===== src/rtl/bsa_pkg.sv =====
package bsa_pkg;

    // Result of one full-adder evaluation
    typedef struct packed {
        logic sum;
        logic carry;
    } fa_out_t;

    // Sequencer phase
    typedef enum logic {
        PH_IDLE = 1'b0,
        PH_RUN  = 1'b1
    } phase_t;

    // Width of a position counter for a given operand width
    function automatic int unsigned cnt_width(input int unsigned w);
        return (w < 2) ? 1 : $clog2(w);
    endfunction

endpackage


===== src/rtl/bsa_full_adder.sv =====
module bsa_full_adder
    import bsa_pkg::*;
(
    input  logic    bit_a,
    input  logic    bit_b,
    input  logic    bit_c,
    output fa_out_t res
);
    logic half;

    always_comb begin
        half      = bit_a ^ bit_b;
        res.sum   = half ^ bit_c;
        res.carry = (bit_a & bit_b) | (half & bit_c);
    end
endmodule


===== src/rtl/bsa_carry_ff.sv =====
module bsa_carry_ff (
    input  logic clk,
    input  logic rst,
    input  logic clr,
    input  logic en,
    input  logic d,
    output logic q
);
    always_ff @(posedge clk) begin
        if (rst || clr) begin
            q <= 1'b0;
        end else if (en) begin
            q <= d;
        end
    end
endmodule


===== src/rtl/bsa_shreg.sv =====
module bsa_shreg #(
    parameter int unsigned W = 8
) (
    input  logic         clk,
    input  logic         rst,
    input  logic         load,
    input  logic         shift,
    input  logic         ser_in,
    input  logic [W-1:0] par_in,
    output logic [W-1:0] q
);
    for (genvar i = 0; i < W; i++) begin : g_bit
        logic upper;
        if (i == W - 1) begin : g_top
            assign upper = ser_in;
        end else begin : g_mid
            assign upper = q[i+1];
        end

        always_ff @(posedge clk) begin
            if (rst) begin
                q[i] <= 1'b0;
            end else if (load) begin
                q[i] <= par_in[i];
            end else if (shift) begin
                q[i] <= upper;
            end
        end
    end
endmodule


===== src/rtl/bsa_ctrl.sv =====
module bsa_ctrl
    import bsa_pkg::*;
#(
    parameter int unsigned W = 8
) (
    input  logic clk,
    input  logic rst,
    input  logic start,
    output logic load,
    output logic shift,
    output logic carry_clr,
    output logic busy,
    output logic done
);
    localparam int unsigned CW = cnt_width(W);
    localparam logic [CW-1:0] LAST = CW'(W - 1);

    phase_t        phase;
    logic [CW-1:0] pos;
    logic          last_pos;

    always_comb begin
        load      = (phase == PH_IDLE) && start;
        shift     = (phase == PH_RUN);
        carry_clr = load;
        busy      = (phase == PH_RUN);
        last_pos  = (pos == LAST);
    end

    always_ff @(posedge clk) begin
        if (rst) begin
            phase <= PH_IDLE;
            pos   <= '0;
            done  <= 1'b0;
        end else begin
            done <= shift && last_pos;
            if (load) begin
                phase <= PH_RUN;
                pos   <= '0;
            end else if (shift) begin
                if (last_pos) begin
                    phase <= PH_IDLE;
                    pos   <= '0;
                end else begin
                    pos <= pos + 1'b1;
                end
            end
        end
    end
endmodule


===== src/rtl/bsa_serial_adder.sv =====
module bsa_serial_adder
    import bsa_pkg::*;
#(
    parameter int unsigned W = 8
) (
    input  logic         clk,
    input  logic         rst,
    input  logic         start,
    input  logic [W-1:0] opnd_x,
    input  logic [W-1:0] opnd_y,
    output logic [W-1:0] sum_out,
    output logic         carry_out,
    output logic         busy,
    output logic         done
);
    logic         load, shift, carry_clr;
    logic [W-1:0] xq, yq;
    fa_out_t      fa;

    bsa_ctrl #(.W(W)) u_ctrl (
        .clk(clk), .rst(rst), .start(start),
        .load(load), .shift(shift), .carry_clr(carry_clr),
        .busy(busy), .done(done)
    );

    bsa_shreg #(.W(W)) u_xreg (
        .clk(clk), .rst(rst), .load(load), .shift(shift),
        .ser_in(1'b0), .par_in(opnd_x), .q(xq)
    );

    bsa_shreg #(.W(W)) u_yreg (
        .clk(clk), .rst(rst), .load(load), .shift(shift),
        .ser_in(1'b0), .par_in(opnd_y), .q(yq)
    );

    bsa_full_adder u_fa (
        .bit_a(xq[0]), .bit_b(yq[0]), .bit_c(carry_out), .res(fa)
    );

    bsa_carry_ff u_cff (
        .clk(clk), .rst(rst), .clr(carry_clr), .en(shift),
        .d(fa.carry), .q(carry_out)
    );

    bsa_shreg #(.W(W)) u_zreg (
        .clk(clk), .rst(rst), .load(1'b0), .shift(shift),
        .ser_in(fa.sum), .par_in('0), .q(sum_out)
    );
endmodule


===== config.mk =====
export PLATFORM = sky130hd
export DESIGN_NAME = bsa_serial_adder
export DESIGN_NICKNAME = d
export VERILOG_FILES = /design/src/rtl/bsa_pkg.sv /design/src/rtl/bsa_full_adder.sv /design/src/rtl/bsa_carry_ff.sv /design/src/rtl/bsa_shreg.sv /design/src/rtl/bsa_ctrl.sv /design/src/rtl/bsa_serial_adder.sv
export SDC_FILE = /design/constraint.sdc
export NUM_CORES = 1
export LEC_CHECK = 0
export BUFFER_PORTS_ARGS = -buffer_cell sky130_fd_sc_hd__buf_4
export CAP_MARGIN = 30
export CORE_AREA = 5 5 79 81
export CTS_BUF_LIST = sky130_fd_sc_hd__clkbuf_16
export DETAILED_ROUTE_END_ITERATION = 8
export DIE_AREA = 0 0 84 86
export PLACE_DENSITY = 0.44
export SETUP_SLACK_MARGIN = 0.3
export SLEW_MARGIN = 20
export SYNTH_ARGS = -nofsm -noshare
export SYNTH_HDL_FRONTEND = slang
export SYNTH_SLANG_ARGS = --single-unit

===== constraint.sdc =====
create_clock -name clk -period 3.3 [get_ports clk]
set_input_delay 0.66 -clock clk [delete_from_list [all_inputs] [get_ports clk]]
set_output_delay 0.66 -clock clk [all_outputs]
set_load 0.02 [all_outputs]

-- Yosys cells after proc, flatten, opt, wreduce, memory -nomap -nowiden
Index checks and enable logic that the tools add are counted.
- input port bits: 19
- bits in registers: 30
- word-level logic and storage cells: 76
- output and inout port bits: 11
- multiplexer cells: 35
- bitwise logic cells: 6
- add/subtract/negate cells: 1
- equality and inequality tests: 1
- reductions and logical operators: 5
- operator list (operator ; number):
    1-bit two-way mux ; 34
    3-bit by 1-bit adder with 3-bit output (second input constant) ; 1
    3-bit equality test (second input constant) ; 1
    3-bit two-way mux ; 1
    1-bit AND ; 2
    1-bit logical AND ; 2
    2-bit nonzero test ; 1
    2-bit OR reduction ; 1
    1-bit XOR ; 2
    1-bit logical OR ; 1
    1-bit NOT ; 1
    1-bit bitwise OR ; 1

-- Longest topological paths before layout
Gate-level depths: netlist (run 1).
- depth in word-level cells: 4
- depth in mapped cells: 4
- depth with buffers taken out: 4

-- By module
A second synthesis (run 1) with hierarchy kept.
- cell total of the unflattened synthesis: 154
- area, all modules: 1571.5 µm²
- modules (own cells, without submodules) (module ; cells each ; area each (µm²) ; times used ; seq. area each (µm²)):
    bsa_shreg ; 42 ; 421.7 ; 3 ; 160.2
    bsa_ctrl ; 23 ; 242.7 ; 1 ; 100.1
    bsa_carry_ff ; 3 ; 40.0 ; 1 ; 20.0
    bsa_full_adder ; 1 ; 20.0 ; 1 ; 0.0
    bsa_serial_adder ; 1 ; 3.8 ; 1 ; 0.0

-- Least setup slack after synthesis (run 1)
Ideal clock, no wire load.
- path kind: in2reg
- from: in start
- to: reg u_ctrl.pos[1]
- stages on the path: 3
- slack: 1.988 ns
- library setup time: 0.071 ns
- arrival time: 1.241 ns
- data required time: 3.229 ns
- cells stage by stage: buf_6 or3b_1 a21oi_1
- longest elaborated chain between the ends: 2
- ends and longest elaborated chain (element ; line ; source):
    start: declaration ; bsa_serial_adder.sv:8 ; input logic start,
    1-bit logical AND ; bsa_ctrl.sv:23 ; load = (phase == PH_IDLE) && start;
    2-bit OR reduction (no source line) ; n/a ;
    end signal: assignment ; bsa_ctrl.sv:45 ; pos <= pos + 1'b1;
    end: declaration ; bsa_ctrl.sv:19 ; logic [CW-1:0] pos;
No other way between the ends.
A chain may end at the register's enable or synchronous reset.

-- Worst setup path after layout (run 1)
- from: reg u_ctrl.phase (netlist: u_ctrl.busy)
- to: out busy
- RTL lines (element ; line ; source):
    start: declaration ; bsa_ctrl.sv:18 ; phase_t phase;
    start signal: assignment ; bsa_ctrl.sv:32 ; phase <= PH_IDLE;
    start signal: assignment ; bsa_ctrl.sv:38 ; phase <= PH_RUN;
    start signal: assignment ; bsa_ctrl.sv:42 ; phase <= PH_IDLE;
    end: declaration ; bsa_serial_adder.sv:13 ; output logic busy,
No word-level cell between the ends.

==> impl_metrics.env, run 1 <==
export IMPL_status="complete, no violations"
export IMPL_cts_root_buf="clkbuf_16"
export IMPL_setup_violations=0
export IMPL_io_pins=30
export IMPL_synth_avg_cell_area_um2=10.47
export IMPL_portBuffers=29
export IMPL_synth_seq_cells=30
export IMPL_rsz0062_at_grt="no"
export IMPL_critPathTopFamily="flip-flops"
export IMPL_path_cells="buf_4"
export IMPL_use_met2_pct=12.29
export IMPL_synth_seq_area_share_pct=45.16
export IMPL_critPathMaxStageDelay_ps=630
export IMPL_grt_max_degree=31
export IMPL_area_delta_synth_final_pct=27.56
export IMPL_gp_congestion=0.7129
export IMPL_place_area_um2=1531
export IMPL_min_period_over_period_pct=54.47
export IMPL_htree_levels=2
export IMPL_rr_worst_depth=3
export IMPL_grt_use_met3_pct=3.266
export IMPL_nets=170
export IMPL_switchingPower_uw=210.4
export IMPL_cpMaxStageDelayCell="dfxtp_1"
export IMPL_synthCells=127
export IMPL_async_flop_share_pct=0
export IMPL_p_sw_share_pct=21.19
export IMPL_r2r_end="u_ctrl.pos[0]"
export IMPL_overflow=0
export IMPL_top_usage_layer="met2"
export IMPL_cp_end_kind="output port"
export IMPL_syn_cell_area_um2=1330
export IMPL_combPwrFrac_pct=9.0
export IMPL_dp_hpwl_um=1830
export IMPL_cts_sinks=30
export IMPL_rows=27
export IMPL_path_clk_slew_ps=50
export IMPL_postCtsHoldBufs=0
export IMPL_postCtsSetupBuffers=0
export IMPL_critPathBufInv=1
export IMPL_synthesis_nets=149
export IMPL_hp_start="u_zreg.q[0]"
export IMPL_die_y_um=86
export IMPL_synth_edff_count=0
export IMPL_ir_worst_vdd_mv=0.2765
export IMPL_cts_resized=0
export IMPL_path_class="flip-flop to output port"
export IMPL_antenna_found_initial=0
export IMPL_r2r_slack_ps=1760
export IMPL_final_setup_tns_ps=0
export IMPL_worst_pin_slew_ps=499.4
export IMPL_vias_per_cell=4.190
export IMPL_clock_latency_ps=270
export IMPL_firstDrtPassIters=2
export IMPL_p_int_uw=782.3
export IMPL_reg2reg_from="u_ctrl.busy"
export IMPL_cp_data_required_time_ps=2640
export IMPL_p_per_area_nw_per_um2=585.1
export IMPL_drive_gt1_share_pct=26.17
export IMPL_p_clk_share_pct=51.0
export IMPL_yosys_top_cells_count="30 x dfxtp_1, 24 x mux2i_1, 15 x a211oi_1"
export IMPL_cts_inserted_buffers=5
export IMPL_start_kind="flip-flop"
export IMPL_power_leakage_uw=0.0007300
export IMPL_grt_util_all_layers_pct=7.949
export IMPL_pwr_share_seq_pct=40.0
export IMPL_max_freq_ghz=0.5564
export IMPL_num_vias=926
export IMPL_hold_violations=0
export IMPL_synth_area_leader_cell="dfxtp_1"
export IMPL_relSlewSlack_pct=66.66
export IMPL_diodes=0
export IMPL_grt_pass1_vias=963
export IMPL_fin_worst_skew_ps=4.183
export IMPL_gr_usage_met1_pct=9.532
export IMPL_initial_core_util_pct=24.61
export IMPL_core_area_um2=5405
export IMPL_cap_viol_max_count=0
export IMPL_synth_top_area_share_pct=45.16
export IMPL_synth_warnings=0
export IMPL_cts_tree="done"
export IMPL_die_w_um=84
export IMPL_hold_end="u_zreg.q[0]"
export IMPL_yosysMostFrequentCell="dfxtp_1"
export IMPL_drc=0
export IMPL_min_period_ps=1797
export IMPL_wirelength_um=2715
export IMPL_die_area_um2=7224
export IMPL_maxSlewViolCount=0
export IMPL_wl_per_cell_um=12.29
export IMPL_hold_depth=2
export IMPL_ant_nets=0
export IMPL_grt_pass1_wl_um=4422
export IMPL_worstHoldPathType="flip-flop to flip-flop"
export IMPL_drtIter0Drc=35
export IMPL_design_area_um2=1697
export IMPL_arrival_ps=1140
export IMPL_synthFlopType="dfxtp_1"
export IMPL_cp_max_fo=17
export IMPL_synth_area_leaders="dfxtp_1 45%, mux2i_1 18%, a211oi_1 8.5%, nor2b_1 6.6%, buf_4 5.6%"
export IMPL_clk_path_buf_depth=2
export IMPL_ys_types=17
power by group through the flow:
| stage | clock network [uW] | registers (uW) | logic (uW) |
|---|---|---|---|
| 6_report | 506 | 397 | 89.3 |
| 5_1_grt | 544 | 400 | 99.4 |
| 4_1_cts | 521 | 398 | 91.9 |
| 3_5_place_dp | 0 | 405 | 91.2 |
| 3_3_place_gp | 0 | 405 | 90.3 |
| 2_1_floorplan | 0 | 401 | 66.9 |
per-stage QoR:
step,setup slack (ps),cells,hold WS (ps),utilization [%],power (uW)
finish,1503,221,496.4,31.39,992.7
global route,1413,221,519.5,31.39,1043
detailed placement,1734,213,484.0,28.33,496.4
global placement,1778,213,492.7,28.33,495.2
floorplan,1988,127,483.9,-,467.6
CTS,1485,221,504.3,31.39,1010
cells in the final DEF (no fill, tap or decap):
cell type	n
a21oi_1	4
mux2i_1	24
clkinv_2	2
ha_1	2
inv_2	1
nor2b_1	14
nor3b_1	1
clkbuf_16	5
nand2_1	3
fa_1	1
or3b_1	5
nor3_1	2
buf_4	30
dfxtp_1	30
a211oi_1	15
nor2_1	9
bufinv_16	1
cell families after synthesis:
| logic type | share of synthesized area, % |
|---|---|
| buffers and inverters | 8.842 |
| and+or+nand+nor | 14.58 |
| adders and majority gates | 3.386 |
| muxes | 18.06 |
| DFF | 45.16 |
| AOI/OAI and AO/OA | 9.972 |
worst max-delay path by stage:
stage	depth (start not counted)	endpoint	start
final	1	busy	u_ctrl.busy
after global routing	1	busy	u_ctrl.busy
after CTS	1	busy	u_ctrl.busy
after detailed placement	3	u_ctrl.pos[0]	u_ctrl.busy
after global placement	3	u_ctrl.pos[0]	u_ctrl.busy
after floorplan	3	u_ctrl.pos[1]	start
worst register-to-register path, cell delays in order, from the launching register on:
cell,delay (ps)
dfxtp_1,630
buf_4,350
or3b_1,370
a21oi_1,130
final cells by class:
cell class                 instances  area, um2
clock inverter                     3      40.04
multi-input combinational         80      611.8
clock buffer                       5      125.1
tap                               72      90.09
inverter                           1      3.754
fill                             577       3709
sequential                        30      600.6
timing repair buffer              30      225.2
sequential cells by signal, summed over array words and instances (netlist names):
| name | count |
|---|---|
| u_ctrl.done | 1 |
| u_xreg.q | 1 |
| u_zreg.q | 1 |
| u_zreg.g_bit.upper | 7 |
| u_yreg.g_bit.upper | 7 |
| u_cff.q | 1 |
| u_ctrl.pos | 3 |
| u_yreg.q | 1 |
| u_ctrl.busy | 1 |
| u_xreg.g_bit.upper | 7 |
per-layer routing:
metal,routed length [um],part of all wire [%],up-vias
met2,1218,45,21
met5,0,0,-
li1,-,-,480
met4,39,1.4,0
met1,1316,48,421
met3,141,5.2,4
No activity file was read; power rests on OpenSTA's default activity.
==> run 2, diff against run 1 <==
Settings changed: PLACE_DENSITY 0.44 to 0.45.
Clock period 3.3 ns to 1.54 ns, I/O delays scaled along.
==> impl_metrics.env, run 2 (synthesized netlist as in run 1, its figures left out) <==
export IMPL_postCtsHoldBufs=0
export IMPL_die_w_um=84
export IMPL_setup_violations=0
export IMPL_cp_data_required_time_ps=1740
export IMPL_start_kind="flip-flop"
export IMPL_path_class="flip-flop to flip-flop"
export IMPL_final_cell_mix="32 x buf_4, 27 x dfxtp_1, 24 x mux2i_1, 15 x a211oi_1, 14 x nor2b_1"
export IMPL_dp_hpwl_um=1870
export IMPL_critPathMaxStageDelay_ps=360
export IMPL_die_y_um=86
export IMPL_r2r_end="u_ctrl.pos[0]"
export IMPL_cpMaxStageDelayCell="or3b_4"
export IMPL_core_area_um2=5405
export IMPL_grt_pass1_wl_um=4836
export IMPL_hold_depth=3
export IMPL_cap_viol_max_count=0
export IMPL_fin_ws_ps=298.5
export IMPL_ant_nets=0
export IMPL_ir_worst_vdd_mv=0.4184
export IMPL_relSlewSlack_pct=78.14
export IMPL_final_setup_tns_ps=0
export IMPL_worstHoldPathType="primary input to flip-flop"
export IMPL_drive_gt1_share_pct=31.79
export IMPL_critPathMostFrequentCell="ha_4"
export IMPL_clk_path_buf_depth=2
export IMPL_diodes=0
export IMPL_rows=27
export IMPL_num_vias=956
export IMPL_drtIter0Drc=30
export IMPL_cts_inserted_buffers=5
export IMPL_hold_violations=0
export IMPL_min_period_over_period_pct=80.62
export IMPL_hold_end="u_xreg.g_bit[6].upper"
export IMPL_cts_tree="done"
export IMPL_cts_root_buf="clkbuf_16"
export IMPL_layout_commonest_cell="buf_4"
export IMPL_drc=0
export IMPL_initial_core_util_pct=24.61
export IMPL_max_freq_ghz=0.8055
export IMPL_worst_pin_slew_ps=327.9
export IMPL_overflow=0
export IMPL_cp_max_fo=3
export IMPL_wl_per_cell_um=12.75
export IMPL_power_leakage_uw=0.0007375
export IMPL_maxSlewViolCount=0
export IMPL_grt_pass1_vias=1085
export IMPL_io_pins=30
export IMPL_hp_start="opnd_x[7]"
export IMPL_fin_worst_skew_ps=2.425
export IMPL_vias_per_cell=4.287
export IMPL_min_period_ps=1242
export IMPL_antenna_found_initial=0
export IMPL_r2r_slack_ps=300
export IMPL_grt_util_all_layers_pct=8.467
export IMPL_dp_slack_ps=241.1
export IMPL_rr_worst_depth=4
export IMPL_status="complete, no violations"
export IMPL_rsz0062_at_grt="yes"
export IMPL_die_area_um2=7224
export IMPL_grt_max_degree=31
export IMPL_wirelength_um=2843
export IMPL_clock_latency_ps=270
export IMPL_cp_end_kind="flip-flop"
export IMPL_gp_congestion=0.6796
export IMPL_path_cells="ha_4 > ha_4 > or3b_4 > a21oi_2"
export IMPL_reg2reg_from="u_ctrl.pos[0]"
export IMPL_htree_levels=2
export IMPL_firstDrtPassIters=4
export IMPL_area_delta_synth_final_pct=31.51
export IMPL_portBuffers=29
export IMPL_arrival_ps=1440
export IMPL_cts_sinks=30
export IMPL_path_clk_slew_ps=50
export IMPL_nets=172
export IMPL_p_per_area_nw_per_um2=1217
==> run 2: changes by cell type in the layout (fill, tap and decap cells not counted), moves of 2 or more <==
cell	before	now
ha_1	2	0
ha_4	0	2
dfxtp_1	30	27
buf_4	30	32
dfxtp_2	0	2
==> run 2: power by group <==
| group | total, uW | switching, uW | internal (uW) |
|---|---|---|---|
| combinational | 204 | 96.6 | 107 |
| sequential | 852 | 30.8 | 822 |
| clock | 1070 | 319 | 754 |
| total | 2130 | 446 | 1680 |
==> run 2: worst max-delay path: cells and delay by family (launching register included) <==
family | cells | cell delay [ps]
flip-flops | 1 | 350
AO/OA/AOI/OAI | 1 | 140
AND/OR/NAND/NOR | 1 | 360
adder cells (fa/ha/maj) | 2 | 310
==> run 2: worst max-delay path by stage <==
stage                        startpoint                     to  slack (ps)  cells after the start
after floorplan             u_ctrl.busy  u_zreg.g_bit[0].upper         340                      4
after global placement    u_ctrl.pos[0]          u_ctrl.pos[0]         310                      4
after detailed placement  u_ctrl.pos[0]          u_ctrl.pos[0]         240                      4
after global routing      u_ctrl.pos[0]          u_ctrl.pos[0]         270                      4
after CTS                 u_ctrl.pos[1]          u_ctrl.pos[0]         310                      4
final                     u_ctrl.pos[0]          u_ctrl.pos[0]         300                      4
==> run 2: final cells by class <==
cell class / instances / area (um2)
clock buffers: 5 / 125.1
clock inverters: 3 / 40.04
fillers: 574 / 3656
inverters: 1 / 3.754
multi-input cells: 80 / 643.1
flip-flops and latches: 30 / 606.8
well taps: 72 / 90.09
repair buffers: 32 / 240.2
==> run 2: metal layers <==
layer / GRT usage [%] / wire length (um) / part of all wire (%)
met3: 4.227 / 136 / 4.8
met4: 2.193 / 10 / 0.35
met1: 8.944 / 1305 / 46
met2: 15.04 / 1391 / 49
met5: 0 / 0 / 0
==> run 2: through the flow <==
| step | hold slack, ps | power, uW | instances | instance area (um2) | utilization (%) |
|---|---|---|---|---|---|
| floorplan | 483.9 | 1002 | 127 | 1330 | - |
| global placement | 485.4 | 1062 | 214 | 1539 | 28.47 |
| detailed placement | 504.1 | 1066 | 214 | 1539 | 28.47 |
| CTS | 333.2 | 2166 | 223 | 1739 | 32.18 |
| global route | 335.7 | 2230 | 223 | 1749 | 32.36 |
| finish | 326.3 | 2129 | 223 | 1749 | 32.36 |
==> run 2: timing repair <==
| item | in CTS | in global routing |
|---|---|---|
| pin swaps | 3 | 3 |
| endpoints found under the hold margin | 0 | 0 |
| setup endpoints to repair | 3 | 1 |
| resized for setup | 6 | 4 |
| buffers inserted | 1 | 0 |
==> run 3, diff against run 2 <==
Settings changed: ABC_AREA from default to 1, CORE_AREA 5 5 79 81 to 5 5 81 83, DIE_AREA 0 0 84 86 to 0 0 86 88, PLACE_DENSITY 0.45 to 0.43.
Clock period 1.54 ns to 1.3 ns, I/O delays scaled along.
==> impl_metrics.env, run 3 <==
export IMPL_synthFlopType="dfxtp_1"
export IMPL_cp_startpoint="u_ctrl.busy"
export IMPL_synth_warnings=0
export IMPL_die_w_um=86
export IMPL_cts_root_buf="clkbuf_16"
export IMPL_fill_cells=637
export IMPL_nets=248
export IMPL_path_clk_slew_ps=50
export IMPL_die_area_um2=7568
export IMPL_num_vias=1252
export IMPL_path_class="flip-flop to output port"
export IMPL_vias_per_cell=4.146
export IMPL_grt_util_all_layers_pct=9.798
export IMPL_synth_top_area_share_pct=43.84
export IMPL_hp_start="rst"
export IMPL_core_area_um2=5781
export IMPL_arrival_ps=860
export IMPL_seq_area_um2=623.1
export IMPL_drive_gt1_share_pct=40.09
export IMPL_design_area_um2=2016
export IMPL_fin_ws_ps=176.7
export IMPL_cts_sinks=30
export IMPL_yosys_top_cells_count="56 x nand2_1, 30 x dfxtp_1, 28 x nand3_1"
export IMPL_r2r_end="u_zreg.g_bit[0].upper"
export IMPL_reg2reg_from="u_ctrl.busy"
export IMPL_htree_levels=2
export IMPL_gp_congestion=0.7242
export IMPL_dp_hpwl_um=2263
export IMPL_drtIter0Drc=41
export IMPL_grt_pass1_wl_um=5851
export IMPL_final_setup_tns_ps=0
export IMPL_path_cells="buf_6 > buf_6"
export IMPL_io_pins=30
export IMPL_cp_end_kind="output port"
export IMPL_critPathMaxStageDelay_ps=340
export IMPL_rsz0062_at_grt="yes"
export IMPL_yosysMostFrequentCell="nand2_1"
export IMPL_power_leakage_uw=0.001000
export IMPL_grt_max_degree=21
export IMPL_hold_slack_ps=184.7
export IMPL_syn_cell_area_um2=1370
export IMPL_cp_max_fo=4
export IMPL_ant_nets=0
export IMPL_cts_inserted_buffers=5
export IMPL_start_kind="flip-flop"
export IMPL_area_delta_synth_final_pct=47.12
export IMPL_async_flop_share_pct=0
export IMPL_hold_depth=2
export IMPL_synth_area_leaders="dfxtp_1 44%, nand2_1 15%, nand3_1 10%, buf_4 6.6%, nor2_1 5.2%"
export IMPL_cp_data_required_time_ps=1040
export IMPL_final_cell_mix="48 x nand2_1, 34 x buf_4, 25 x nand3_1, 18 x nor2_1, 17 x inv_1"
export IMPL_layout_commonest_cell="nand2_1"
export IMPL_portBuffers=29
export IMPL_max_freq_ghz=0.8902
export IMPL_initial_core_util_pct=23.70
export IMPL_min_period_over_period_pct=86.41
export IMPL_min_period_ps=1123
export IMPL_synth_edff_count=0
export IMPL_hold_end="u_xreg.g_bit[6].upper"
export IMPL_rows=28
export IMPL_worst_pin_slew_ps=358.2
export IMPL_worstHoldPathType="primary input to flip-flop"
export IMPL_status="complete, no violations"
export IMPL_wl_per_cell_um=11.82
export IMPL_critPathMostFrequentCell="buf_6"
export IMPL_clock_latency_ps=270
export IMPL_overflow=0
export IMPL_wirelength_um=3569
export IMPL_cts_tree="done"
export IMPL_grt_pass1_vias=1260
export IMPL_synth_seq_area_share_pct=43.84
export IMPL_p_per_area_nw_per_um2=1239
export IMPL_multi_input_area_um2=646.9
export IMPL_dp_slack_ps=221.0
export IMPL_diodes=0
export IMPL_cap_viol_max_count=0
export IMPL_ys_types=16
export IMPL_r2r_slack_ps=260
export IMPL_fin_worst_skew_ps=5.568
export IMPL_setup_violations=0
export IMPL_antenna_found_initial=0
export IMPL_ir_worst_vdd_mv=0.4616
export IMPL_clk_path_buf_depth=2
export IMPL_synthesis_nets=209
export IMPL_rr_worst_depth=5
export IMPL_drc=0
export IMPL_die_y_um=88
export IMPL_synth_area_leader_cell="dfxtp_1"
export IMPL_cpMaxStageDelayCell="dfxtp_4"
export IMPL_hold_violations=0
export IMPL_synth_avg_cell_area_um2=7.327
export IMPL_synth_seq_cells=30
export IMPL_relSlewSlack_pct=76.09
export IMPL_synthCells=187
export IMPL_place_area_um2=1598
export IMPL_maxSlewViolCount=0
export IMPL_firstDrtPassIters=4
## run 3: changes by cell type after synthesis, sizes merged, moves of 3 or more
cell,delta
a211oi,-15
clkbuf,-3
nand2,+55
buf,+4
nand3,+28
mux2i,-24
or3b,-5
nor2b,-14
o21ai,+8
nor2,+11
inv,+16
## run 3: final cells by class
class                           count  area share [%]
Clock buffer                        5           6.207
Timing Repair inverter              1          0.4345
Multi-Input combinational cell    123           32.09
Inverter                           17           3.786
Clock inverter                      3          0.6207
Sequential cell                    30           30.91
Timing Repair Buffer               48           21.29
Tap cell                           75           4.656
## run 3: worst max path at each step
stage                     slack [ps]                     to
final                            180                   busy
after global routing             160                   busy
after CTS                        160                   busy
after detailed placement         220                u_cff.q
after global placement           210                u_cff.q
after floorplan                  290  u_zreg.g_bit[6].upper
## run 3: through the flow
stage / total power (uW) / cells / util [%]
3_5_place_dp: 1327 / 280 / 27.64
2_1_floorplan: 1239 / 187 / -
3_3_place_gp: 1329 / 280 / 27.64
6_report: 2497 / 302 / 34.87
5_1_grt: 2624 / 302 / 34.87
4_1_cts: 2477 / 294 / 31.77
## run 3: cells by family (layout without fill, tap and decap cells)
logic type / count (synthesis) / count (layout) / share of synthesized area (%)
buffers and inverters: 34 / 74 / 14.61
AOI/OAI and AO/OA: 14 / 14 / 5.114
and+or+nand+nor: 106 / 106 / 33.15
adders and majority gates: 3 / 3 / 3.287
DFF: 30 / 30 / 43.84
## run 3: worst max-delay path: cells and delay by family (launching register included)
| kind | cells | cell delay [ps] |
|---|---|---|
| buffers and inverters | 2 | 260 |
| DFF | 1 | 340 |
## run 3: routing by layer
metal,vias up,GRT usage [%],part of all wire (%)
li1,654,-,-
met4,0,4.748,1.4
met3,6,3.481,6.1
met1,559,12.30,49
met2,33,14.93,43
met5,-,0,0
## run 3: power breakdown
group / internal [uW] / switching [uW]
Combinational: 197 / 204
Sequential: 977 / 36.1
Clock: 690 / 392
## run 3: repair_timing
action                                  in CTS  in global routing
resized for setup                           22                 32
endpoints found under the hold margin        0                  0
setup buffers                                6                  7
hold buffers                                 0                  0
endpoints found under the setup margin      39                 36
cloned                                       0                  1
pin swaps                                    0                  3
